<file path="config.mk">
export PLATFORM = sky130hd
export DESIGN_NAME = msi_eq_engine
export DESIGN_NICKNAME = d
export VERILOG_FILES = /design/src/rtl/msi_eq_pkg.sv /design/src/rtl/msi_map_table.sv /design/src/rtl/msi_queue_slot.sv /design/src/rtl/msi_record_fmt.sv /design/src/rtl/msi_eq_engine.sv
export SDC_FILE = /design/constraint.sdc
export NUM_CORES = 2
export LEC_CHECK = 0
export BUFFER_PORTS_ARGS = -buffer_cell sky130_fd_sc_hd__buf_2
export CAP_MARGIN = 20
export CORE_MARGIN = 1
export CORE_UTILIZATION = 35
export DETAILED_ROUTE_END_ITERATION = 8
export PLACE_DENSITY_LB_ADDON = 0.15
export SLEW_MARGIN = 5
export SYNTH_ARGS = -nofsm -noshare
export SYNTH_HDL_FRONTEND = slang
export SYNTH_HIERARCHICAL = 1
export SYNTH_SLANG_ARGS = --single-unit
</file>
<file path="constraint.sdc">
create_clock -name clk -period 9.5 [get_ports clk]
set_clock_uncertainty 0.2 [all_clocks]
set_input_delay 0.475 -clock clk [delete_from_list [all_inputs] [get_ports clk]]
set_output_delay 0.475 -clock clk [all_outputs]
set_load 0.005 [all_outputs]
</file>
<file path="src/rtl/msi_eq_pkg.sv">
package msi_eq_pkg;
    localparam int RING_IDX_W  = 7;
    localparam int REC_SHIFT   = 6;
    localparam int QUEUE_SHIFT = 13;
    localparam int REC_WORDS   = 8;
    localparam int REC_W       = REC_WORDS * 64;
    localparam int QNUM_W      = 6;
    localparam int REG_IDX_W   = 6;
    localparam int REG_RGN_W   = 3;
    localparam int REG_AW      = REG_RGN_W + REG_IDX_W;

    localparam int MAP_VALID_BIT = 63;
    localparam int MAP_PEND_BIT  = 62;
    localparam int CTL_EN_BIT    = 44;
    localparam int CTL_E2I_BIT   = 47;
    localparam int CTL_OVF_BIT   = 57;

    localparam logic [3:0] TYPE_MSI32 = 4'hB;
    localparam logic [3:0] TYPE_MSI64 = 4'hF;
    localparam logic [9:0] REC_LEN    = 10'd1;

    typedef enum logic [2:0] {
        QS_IDLE   = 3'b001,
        QS_ACTIVE = 3'b010,
        QS_ERROR  = 3'b100
    } qstate_e;

    typedef enum logic [2:0] {
        RG_MAP   = 3'd0,
        RG_PCLR  = 3'd1,
        RG_CSET  = 3'd2,
        RG_CCLR  = 3'd3,
        RG_STATE = 3'd4,
        RG_TAIL  = 3'd5,
        RG_HEAD  = 3'd6,
        RG_NONE  = 3'd7
    } rgn_e;

    typedef struct packed {
        logic              valid;
        logic              pend;
        logic [QNUM_W-1:0] qnum;
    } map_ent_t;

    function automatic logic [63:0] rec_word0(input logic is64, input logic [63:0] addr,
                                              input logic [15:0] rid, input logic [15:0] num);
        logic [3:0] typ;
        typ = is64 ? TYPE_MSI64 : TYPE_MSI32;
        return {1'b0, typ, 3'b000, REC_LEN, addr[15:2], rid, num};
    endfunction

    function automatic logic [63:0] rec_word1(input logic [63:0] addr, input logic [15:0] data);
        return {addr[63:16], data};
    endfunction
endpackage

</file>
<file path="src/rtl/msi_map_table.sv">
module msi_map_table
    import msi_eq_pkg::*;
#(
    parameter int NUM_MSI = 64,
    parameter int MSI_W   = $clog2(NUM_MSI)
) (
    input  logic                 clk,
    input  logic                 rst_n,
    input  logic [MSI_W-1:0]     lk_num,
    output map_ent_t             lk_ent,
    input  logic                 set_pend,
    input  logic                 map_we,
    input  logic                 pclr_we,
    input  logic [REG_IDX_W-1:0] reg_idx,
    input  logic                 w_valid,
    input  logic                 w_pend,
    input  logic [QNUM_W-1:0]    w_qnum,
    output map_ent_t             rd_ent
);
    typedef struct packed {
        map_ent_t [NUM_MSI-1:0] ent;
    } map_st_t;

    map_st_t          st_d, st_q;
    logic             idx_ok;
    logic [MSI_W-1:0] ridx;

    assign idx_ok = (32'(reg_idx) < NUM_MSI);
    assign ridx   = reg_idx[MSI_W-1:0];

    always_comb begin
        st_d = st_q;
        if (set_pend)
            st_d.ent[lk_num].pend = 1'b1;
        if (map_we && idx_ok) begin
            st_d.ent[ridx].valid = w_valid;
            st_d.ent[ridx].qnum  = w_qnum;
        end
        if (pclr_we && idx_ok && w_pend)
            st_d.ent[ridx].pend = 1'b0;
    end

    always_ff @(posedge clk or negedge rst_n) begin
        if (!rst_n) st_q <= '0;
        else        st_q <= st_d;
    end

    assign lk_ent = st_q.ent[lk_num];
    assign rd_ent = idx_ok ? st_q.ent[ridx] : '0;

    for (genvar gi = 0; gi < NUM_MSI; gi++) begin : g_chk
        // pending only drops through a clear write carrying bit 62
        assert_pend_hold_R5: assert property (@(posedge clk) disable iff (!rst_n)
            st_q.ent[gi].pend && !(pclr_we && w_pend && 32'(reg_idx) == gi) |=> st_q.ent[gi].pend);
        // an accepted write latches pending
        assert_pend_set_R2: assert property (@(posedge clk) disable iff (!rst_n)
            set_pend && 32'(lk_num) == gi && !(pclr_we && 32'(reg_idx) == gi) |=> st_q.ent[gi].pend);
    end
endmodule

</file>
<file path="src/rtl/msi_queue_slot.sv">
module msi_queue_slot
    import msi_eq_pkg::*;
(
    input  logic                  clk,
    input  logic                  rst_n,
    input  logic                  push,
    output logic                  full,
    input  logic                  head_we,
    input  logic                  tail_we,
    input  logic                  cset_we,
    input  logic                  cclr_we,
    input  logic [RING_IDX_W-1:0] w_idx,
    input  logic                  w_en,
    input  logic                  w_e2i,
    input  logic                  w_ovf,
    output logic                  en,
    output logic                  ovf,
    output qstate_e               state,
    output logic [RING_IDX_W-1:0] head,
    output logic [RING_IDX_W-1:0] tail
);
    typedef struct packed {
        logic                  en;
        logic                  ovf;
        qstate_e               st;
        logic [RING_IDX_W-1:0] head;
        logic [RING_IDX_W-1:0] tail;
    } slot_t;

    slot_t                 sl_d, sl_q;
    logic [RING_IDX_W-1:0] tail_inc;

    always_comb begin
        sl_d     = sl_q;
        tail_inc = sl_q.tail + 1'b1;
        full     = (tail_inc == sl_q.head);
        if (push) begin
            if (full) begin
                sl_d.ovf = 1'b1;
                sl_d.st  = QS_ERROR;
            end else begin
                sl_d.tail = tail_inc;
                sl_d.st   = QS_ACTIVE;
            end
        end
        if (tail_we)
            sl_d.tail = w_idx;
        if (head_we) begin
            sl_d.head = w_idx;
            if (sl_d.st == QS_ACTIVE && w_idx == sl_d.tail)
                sl_d.st = QS_IDLE;
        end
        if (cset_we && w_en)
            sl_d.en = 1'b1;
        if (cclr_we) begin
            if (w_en)  sl_d.en  = 1'b0;
            if (w_ovf) sl_d.ovf = 1'b0;
            if (w_e2i && sl_d.st == QS_ERROR)
                sl_d.st = QS_IDLE;
        end
    end

    always_ff @(posedge clk or negedge rst_n) begin
        if (!rst_n) begin
            sl_q      <= '0;
            sl_q.st   <= QS_IDLE;
        end else begin
            sl_q <= sl_d;
        end
    end

    assign en    = sl_q.en;
    assign ovf   = sl_q.ovf;
    assign state = sl_q.st;
    assign head  = sl_q.head;
    assign tail  = sl_q.tail;

    // state is always exactly one of idle/active/error
    assert_state_onehot_R8: assert property (@(posedge clk) disable iff (!rst_n)
        $onehot(sl_q.st));
    // a push with room advances the tail by one
    assert_tail_step_R2: assert property (@(posedge clk) disable iff (!rst_n)
        push && !full && !tail_we |=> sl_q.tail == $past(sl_q.tail) + 1'b1);
    // a push into a full ring raises overflow and error
    assert_full_err_R9: assert property (@(posedge clk) disable iff (!rst_n)
        push && full && !cclr_we |=> sl_q.ovf && sl_q.st == QS_ERROR);
    // error is left only through the control-clear register
    assert_err_sticky_R10: assert property (@(posedge clk) disable iff (!rst_n)
        sl_q.st == QS_ERROR && !cclr_we |=> sl_q.st == QS_ERROR);
endmodule

</file>
<file path="src/rtl/msi_record_fmt.sv">
module msi_record_fmt
    import msi_eq_pkg::*;
#(
    parameter int              QIDX_W    = 3,
    parameter int              MEM_AW    = 48,
    parameter logic [MEM_AW-1:0] BASE_ADDR = '0
) (
    input  logic                  clk,
    input  logic                  rst_n,
    input  logic                  fire,
    input  logic [QIDX_W-1:0]     qsel,
    input  logic [RING_IDX_W-1:0] slot,
    input  logic [15:0]           num,
    input  logic [15:0]           data,
    input  logic [63:0]           addr,
    input  logic [15:0]           rid,
    input  logic                  is64,
    output logic                  wr_valid,
    output logic [MEM_AW-1:0]     wr_addr,
    output logic [REC_W-1:0]      wr_data
);
    typedef struct packed {
        logic              valid;
        logic [MEM_AW-1:0] addr;
        logic [REC_W-1:0]  data;
    } rec_t;

    rec_t rec_d, rec_q;

    always_comb begin
        rec_d       = rec_q;
        rec_d.valid = fire;
        if (fire) begin
            rec_d.addr = BASE_ADDR + (MEM_AW'(qsel) << QUEUE_SHIFT) + (MEM_AW'(slot) << REC_SHIFT);
            rec_d.data = {{(REC_W - 128){1'b0}}, rec_word1(addr, data), rec_word0(is64, addr, rid, num)};
        end
    end

    always_ff @(posedge clk or negedge rst_n) begin
        if (!rst_n) rec_q <= '0;
        else        rec_q <= rec_d;
    end

    assign wr_valid = rec_q.valid;
    assign wr_addr  = rec_q.addr;
    assign wr_data  = rec_q.data;

    // a record carries one of the two MSI format/type codes
    assert_fmt_type_R3: assert property (@(posedge clk) disable iff (!rst_n)
        wr_valid |-> (wr_data[62:56] == 7'h58 || wr_data[62:56] == 7'h78));
    // upper six words are zero
    assert_resv_zero_R3: assert property (@(posedge clk) disable iff (!rst_n)
        wr_valid |-> wr_data[REC_W-1:128] == '0);
endmodule

</file>
<file path="src/rtl/msi_eq_engine.sv">
module msi_eq_engine
    import msi_eq_pkg::*;
#(
    parameter int                NUM_MSI   = 64,
    parameter int                NUM_Q     = 8,
    parameter int                FIRST_Q   = 0,
    parameter int                MEM_AW    = 48,
    parameter logic [MEM_AW-1:0] BASE_ADDR = 48'h0000_4000_0000,
    localparam int               MSI_W     = $clog2(NUM_MSI),
    localparam int               QIDX_W    = (NUM_Q > 1) ? $clog2(NUM_Q) : 1
) (
    input  logic                    clk,
    input  logic                    rst_n,
    input  logic                    msi_valid,
    input  logic [MSI_W-1:0]        msi_num,
    input  logic [15:0]             msi_data,
    input  logic [63:0]             msi_addr,
    input  logic [15:0]             msi_rid,
    input  logic                    msi_is64,
    input  logic                    reg_we,
    input  logic [REG_AW-1:0]       reg_addr,
    input  logic [63:0]             reg_wdata,
    output logic [63:0]             reg_rdata,
    output logic                    mem_wr_valid,
    output logic [MEM_AW-1:0]       mem_wr_addr,
    output logic [REC_W-1:0]        mem_wr_data,
    output logic [NUM_Q-1:0]        q_irq
);
    rgn_e                  rgn;
    logic [REG_IDX_W-1:0]  ridx;
    logic                  qreg_ok;
    map_ent_t              lk_ent, rd_ent;
    logic                  num_ok, q_in_range, accept, write_ok;
    logic [QNUM_W-1:0]     qlocal;
    logic [QIDX_W-1:0]     qsel;
    logic [NUM_Q-1:0]      q_en, q_ovf, q_full, q_push;
    logic [NUM_Q-1:0]      head_we, tail_we, cset_we, cclr_we;
    qstate_e               q_st   [NUM_Q];
    logic [RING_IDX_W-1:0] q_head [NUM_Q];
    logic [RING_IDX_W-1:0] q_tail [NUM_Q];
    logic [QIDX_W-1:0]     rqsel;

    assign rgn     = rgn_e'(reg_addr[REG_AW-1:REG_IDX_W]);
    assign ridx    = reg_addr[REG_IDX_W-1:0];
    assign qreg_ok = (32'(ridx) < NUM_Q);
    assign rqsel   = ridx[QIDX_W-1:0];

    msi_map_table #(.NUM_MSI(NUM_MSI), .MSI_W(MSI_W)) u_map (
        .clk      (clk),
        .rst_n    (rst_n),
        .lk_num   (msi_num),
        .lk_ent   (lk_ent),
        .set_pend (write_ok),
        .map_we   (reg_we && rgn == RG_MAP),
        .pclr_we  (reg_we && rgn == RG_PCLR),
        .reg_idx  (ridx),
        .w_valid  (reg_wdata[MAP_VALID_BIT]),
        .w_pend   (reg_wdata[MAP_PEND_BIT]),
        .w_qnum   (reg_wdata[QNUM_W-1:0]),
        .rd_ent   (rd_ent)
    );

    always_comb begin
        num_ok     = (32'(msi_num) < NUM_MSI);
        q_in_range = (32'(lk_ent.qnum) >= FIRST_Q) && (32'(lk_ent.qnum) < FIRST_Q + NUM_Q);
        qlocal     = lk_ent.qnum - QNUM_W'(FIRST_Q);
        qsel       = qlocal[QIDX_W-1:0];
        accept     = msi_valid && num_ok && lk_ent.valid && !lk_ent.pend && q_in_range &&
                     q_en[qsel] && q_st[qsel] != QS_ERROR;
        write_ok   = accept && !q_full[qsel];
        for (int i = 0; i < NUM_Q; i++) begin
            q_push[i]  = accept && (32'(qsel) == i);
            head_we[i] = reg_we && rgn == RG_HEAD && 32'(ridx) == i;
            tail_we[i] = reg_we && rgn == RG_TAIL && 32'(ridx) == i;
            cset_we[i] = reg_we && rgn == RG_CSET && 32'(ridx) == i;
            cclr_we[i] = reg_we && rgn == RG_CCLR && 32'(ridx) == i;
        end
    end

    for (genvar gq = 0; gq < NUM_Q; gq++) begin : g_q
        msi_queue_slot u_slot (
            .clk     (clk),
            .rst_n   (rst_n),
            .push    (q_push[gq]),
            .full    (q_full[gq]),
            .head_we (head_we[gq]),
            .tail_we (tail_we[gq]),
            .cset_we (cset_we[gq]),
            .cclr_we (cclr_we[gq]),
            .w_idx   (reg_wdata[RING_IDX_W-1:0]),
            .w_en    (reg_wdata[CTL_EN_BIT]),
            .w_e2i   (reg_wdata[CTL_E2I_BIT]),
            .w_ovf   (reg_wdata[CTL_OVF_BIT]),
            .en      (q_en[gq]),
            .ovf     (q_ovf[gq]),
            .state   (q_st[gq]),
            .head    (q_head[gq]),
            .tail    (q_tail[gq])
        );
        assign q_irq[gq] = (q_st[gq] == QS_ACTIVE);
    end

    msi_record_fmt #(.QIDX_W(QIDX_W), .MEM_AW(MEM_AW), .BASE_ADDR(BASE_ADDR)) u_fmt (
        .clk      (clk),
        .rst_n    (rst_n),
        .fire     (write_ok),
        .qsel     (qsel),
        .slot     (q_tail[qsel]),
        .num      (16'(msi_num)),
        .data     (msi_data),
        .addr     (msi_addr),
        .rid      (msi_rid),
        .is64     (msi_is64),
        .wr_valid (mem_wr_valid),
        .wr_addr  (mem_wr_addr),
        .wr_data  (mem_wr_data)
    );

    always_comb begin
        reg_rdata = '0;
        case (rgn)
            RG_MAP: begin
                reg_rdata[MAP_VALID_BIT]  = rd_ent.valid;
                reg_rdata[MAP_PEND_BIT]   = rd_ent.pend;
                reg_rdata[QNUM_W-1:0]     = rd_ent.qnum;
            end
            RG_CSET, RG_CCLR: if (qreg_ok) begin
                reg_rdata[CTL_EN_BIT]  = q_en[rqsel];
                reg_rdata[CTL_OVF_BIT] = q_ovf[rqsel];
            end
            RG_STATE: if (qreg_ok) reg_rdata[2:0] = q_st[rqsel];
            RG_TAIL: if (qreg_ok) begin
                reg_rdata[CTL_OVF_BIT]      = q_ovf[rqsel];
                reg_rdata[RING_IDX_W-1:0]   = q_tail[rqsel];
            end
            RG_HEAD: if (qreg_ok) reg_rdata[RING_IDX_W-1:0] = q_head[rqsel];
            default: reg_rdata = '0;
        endcase
    end

    // every record request answers an MSI presented one cycle earlier
    assert_write_follows_msi_R2: assert property (@(posedge clk) disable iff (!rst_n)
        mem_wr_valid |-> $past(msi_valid));
    // an MSI aimed at a disabled queue leaves no record
    assert_no_write_disabled_R4: assert property (@(posedge clk) disable iff (!rst_n)
        msi_valid && q_in_range && !q_en[qsel] |=> !mem_wr_valid);
    // a full ring is never written
    assert_no_write_full_R9: assert property (@(posedge clk) disable iff (!rst_n)
        msi_valid && q_in_range && q_full[qsel] |=> !mem_wr_valid);
endmodule

</file>
==> out/summary.md <==
The flow ran to the end, and the final reports show no timing, DRC or antenna violations. For this configuration, the core starts out at a cell density of 35.37%. The logs give 0 ns for the summed negative setup slack over all endpoints and 135 for the floorplan row count. In this run the worst setup path begins at msi_num[2]. TritonCTS built the clock tree. The biggest area contributor in the post-synthesis netlist is sky130_fd_sc_hd__dfrtp_1.

The top cell type's share of synthesized area was 40.64%; the max-capacitance violation count was 0. The total iterations of the first detailed-routing run was 5; the arrival time at the worst endpoint was 6.82 ns. Counting the buffers created by CTS gives 97. Setup repair after global routing left no endpoint under its margin. The post-detailed-placement cell area came out at 49030 sq um. The number of antenna-violating nets in the routed design is 0. Total I/O pin count: 813. The fraction of layout cells with a size suffix above 1 is 33.02%, and the average vias per placed instance is 5.471. The global-route wire length before repair is 248.2 mm. In this run the worst hold path is classified as in2reg.

For this run, the total global-route usage over all layers was measured as 25.04%. The clock network burns 46.8% of the power. After layout, the worst path uses 67.28% of the clock period.

The clock slew seen by the registers of the worst setup and hold paths came out at 0.06 ns. The fmax is 0.1565 GHz. The tools report the critical register-to-register path startpoint as u_map/st_q[280]$_DFFE_PN0P_. Summed over all cells, the static leakage comes to 24.76 nW. The run gives 0.71 ns as the clock insertion delay at the later pin of the skew report.

The logs give 2.207 mW for the total net switching power and 156 for the pin count of the biggest net entering global routing. The run gives 15 as the number of antenna violations at the first check in global routing. In this run the clock root is driven by a sky130_fd_sc_hd__clkbuf_16. The run gives 10.4% as the combinational fraction of design power. The congestion estimate from routability-driven global placement came to 0.9120. The floorplan step defined a core boundary enclosing 135600 sq um.

For the DRC violation total after the first TritonRoute iteration, the log shows 2999. Internal power comes to 5.998 mW. The tools report the startpoint of the worst hold path as msi_addr[29]. Dividing the detail-routed wire length by the instance count gives 28.63 um. After detailed routing, the number of remaining DRC violations is 0. The clock period could shrink to 6.391 ns. The synthesis-to-layout area growth is 10.87%, and the worst path required time is 9.93 ns.

The highest fanout seen on the critical path was 36; the switching share of total power was 26.89%. Setup violations remaining at the end of the flow were counted as 0. The tools report the count of cells resized by post-cts repair as 0. For this design the ratio of total power to cell area is 154.3 nW/um^2. Total number of yosys warnings: 6.

The critical path is of the in2reg type. For the part of the power in registers, the log shows 42.8%. The cell with the largest stage delay on the worst path was sky130_fd_sc_hd__o41a_1. The run gives 79 as the number of distinct standard cells referenced by the synthesized netlist. The via count of the first global-routing pass is 32.18k, and the number of synthesized register bits is 787. The wire-length estimate of the detail-placed layout is 124.4 mm.

The H-tree was split into 3 levels. In this run the horizontal extent of the chip is 372.2 um. Summing every instance area after synthesis gives 47970 sq um. The run gives 787 as the CTS sink count. The remaining global-route overflow came out at 0. The kind of start point of the critical path is an input port. The transition at the pin with the smallest max-transition slack was 1.064 ns.

The final max-slew violation count was 0; the maximum ir drop on the vdd rail was 127.0 uV. The synthesized design contains 0 enable-type register cells. Counting stages on the worst path, the most repeated cell is sky130_fd_sc_hd__buf_4. The count of buffers added on input and output ports is 271. The detailed router placed 33.87k vias in this run. Measured against its own limit, the worst slew margin works out to 28.42%.

In the layout the commonest cells are sky130_fd_sc_hd__dfrtp_1, sky130_fd_sc_hd__mux2_2, sky130_fd_sc_hd__conb_1. The run gives 41.08% as the proportion of synthesized chip area in sequential cells. The library cell used most frequently in the layout, excluding fill and tap cells, is sky130_fd_sc_hd__dfrtp_1. Async set-reset flop share out of synthesis: 100.0%.

The cell depth of the worst flop-to-flop path works out to 14. The number of buffers between clock root and the deepest sink came out at 3. A synthesized cell averages 11.77 sq um.

In this design, the stage delay of the slowest critical-path cell is 0.64 ns. The floorplan step defined a die boundary enclosing 138500 sq um. The worst setup path is captured at a flip-flop. The completed layout was analyzed and its total power is 8.205 mW.

The summed area of non-filler cells in the final layout was 53180 sq um; the vertical extent of the die was 372.2 um. After the last flow step, the layout net total stands at 4510. The tools report the number of instances in the synthesized netlist as 4076.

Traced cell by cell, the critical path runs through buf_4 -> clkinv_2 -> buf_4 -> mux2i_1 -> o22ai_1 -> nor2_1 -> nand4_1 -> buf_4 -> nor4_1 -> o21ai_0 -> nor2_1 -> o41a_1 -> mux2_4 -> xnor2_1 -> a31o_1 -> a21o_1. By area the synthesized netlist is led by sky130_fd_sc_hd__dfrtp_1, sky130_fd_sc_hd__mux2_2, sky130_fd_sc_hd__mux4_2. The worst hold path was traced through 2 stages. The number of failing hold endpoints at the final stage came out at 0. Wires add up to 177.2 mm. Setup slack on the worst reg-to-reg path comes out at 3.79 ns. The most used flip-flop cell after synthesis is sky130_fd_sc_hd__dfrtp_1.
power groups by stage:
stage               clock network (mW)  registers (mW)  logic (mW)
CTS                               3.94            3.51       0.858
detailed placement                   0            3.57       0.825
finish                            3.84            3.51       0.856
global placement                     0            3.56       0.824
floorplan                            0            3.54       0.610
global route                      4.08            3.52       0.922
Yosys cell counts, types with 12 or more instances:
master,count
sky130_fd_sc_hd__inv_1,21
sky130_fd_sc_hd__dfrtp_1,779
sky130_fd_sc_hd__nor2_2,32
sky130_fd_sc_hd__nand4_1,26
sky130_fd_sc_hd__buf_2,78
sky130_fd_sc_hd__nand2_1,181
sky130_fd_sc_hd__a21o_1,16
sky130_fd_sc_hd__mux2_2,570
sky130_fd_sc_hd__a31o_1,16
sky130_fd_sc_hd__nand4b_1,12
sky130_fd_sc_hd__mux4_2,173
sky130_fd_sc_hd__nor2_1,120
sky130_fd_sc_hd__o22ai_1,54
sky130_fd_sc_hd__nand2b_1,34
sky130_fd_sc_hd__or2_2,28
sky130_fd_sc_hd__o211ai_1,46
sky130_fd_sc_hd__nand3_1,58
sky130_fd_sc_hd__o21ai_1,49
sky130_fd_sc_hd__xnor2_1,112
sky130_fd_sc_hd__o221ai_1,28
sky130_fd_sc_hd__buf_4,503
sky130_fd_sc_hd__a31oi_1,41
sky130_fd_sc_hd__buf_1,26
sky130_fd_sc_hd__o211a_1,12
sky130_fd_sc_hd__mux2i_1,147
sky130_fd_sc_hd__mux2_4,87
sky130_fd_sc_hd__o21ai_0,29
sky130_fd_sc_hd__nor3b_1,12
sky130_fd_sc_hd__a21oi_1,150
sky130_fd_sc_hd__clkbuf_1,137
sky130_fd_sc_hd__a221oi_1,109
sky130_fd_sc_hd__buf_6,26
sky130_fd_sc_hd__a22oi_1,64
sky130_fd_sc_hd__and2_1,12
sky130_fd_sc_hd__xor2_1,80
sky130_fd_sc_hd__nor2b_1,23
what timing repair did:
| item | 4_1_cts | 5_1_grt |
|---|---|---|
| hold buffers | 83 | 1 |
| endpoints found under the hold margin | 185 | 1 |
| setup buffers | 0 | 0 |
final cells by class:
| cell class | instances | area, sq um |
|---|---|---|
| flip-flops and latches | 787 | 19700 |
| repair buffers | 423 | 2833 |
| fillers | 13080 | 82450 |
| multi-input cells | 2991 | 25030 |
| diodes | 7 | 17.52 |
| inverters | 22 | 83.83 |
| clock buffers | 150 | 2999 |
| well taps | 1781 | 2228 |
| clock inverters | 30 | 291.5 |
metal layers:
layer  GRT usage [%]  vias up  share of wire [%]
li1                -    14670                  -
met1           33.20    17600                 42
met2           40.19     1363                 47
met3           3.964      227                5.9
met4           11.14       12                4.8
met5               0        -              0.045
sequential cells by signal (all words and copies together), names as in the netlist:
name	flops
g_q.u_slot/tail	56
g_q.u_slot/head	56
u_map/st_q	512
g_q.u_slot/state	24
u_fmt/wr_addr	10
u_fmt/wr_valid	1
g_q.u_slot/en	8
u_fmt/wr_data	112
g_q.u_slot/ovf	8
stage by stage:
step | util, % | setup WS (ns) | hold WS, ns | instances
after floorplan | - | 4.911 | -0.02059 | 4571
after global placement | 36.15 | 2.602 | 0.2878 | 5919
after detailed placement | 36.15 | 2.653 | 0.2876 | 5919
after CTS | 39.19 | 3.384 | 0.005938 | 6182
after global routing | 39.20 | 2.948 | 0.002083 | 6187
final | 39.21 | 3.109 | 0.01848 | 6191
cells by family after synthesis:
kind of cell               after synthesis  share of synthesized area (%)
DFF                                    787                          41.08
and+or+nand+nor                        627                          6.915
adders and majority gates                8                         0.2087
AOI/OAI and AO/OA                      688                          10.16
xor gates and xnor gates               192                          3.506
buffers and inverters                  793                          10.78
muxes                                  979                          27.34
other                                    2                        0.01566
critical path: cells and delay by family:
family          cells  cell delay, ns
buf+inv             4            1.96
xor+xnor            1            0.12
mux                 2            0.73
compound gates      5            1.62
simple gates        4            1.82
final timing paths:
kind	to
max	g_q[0].u_slot/state[0]$_DFF_PN1_
min in group asynchronous	g_q[5].u_slot/tail[3]$_DFF_PN0_
min	u_fmt/wr_data[93]$_DFFE_PN0P_
max in group asynchronous	u_map/st_q[147]$_DFFE_PN0P_
max reg2reg	g_q[0].u_slot/state[0]$_DFF_PN1_
min reg2reg	u_fmt/wr_data[103]$_DFFE_PN0P_
No activity file was read; power rests on OpenSTA's default activity.
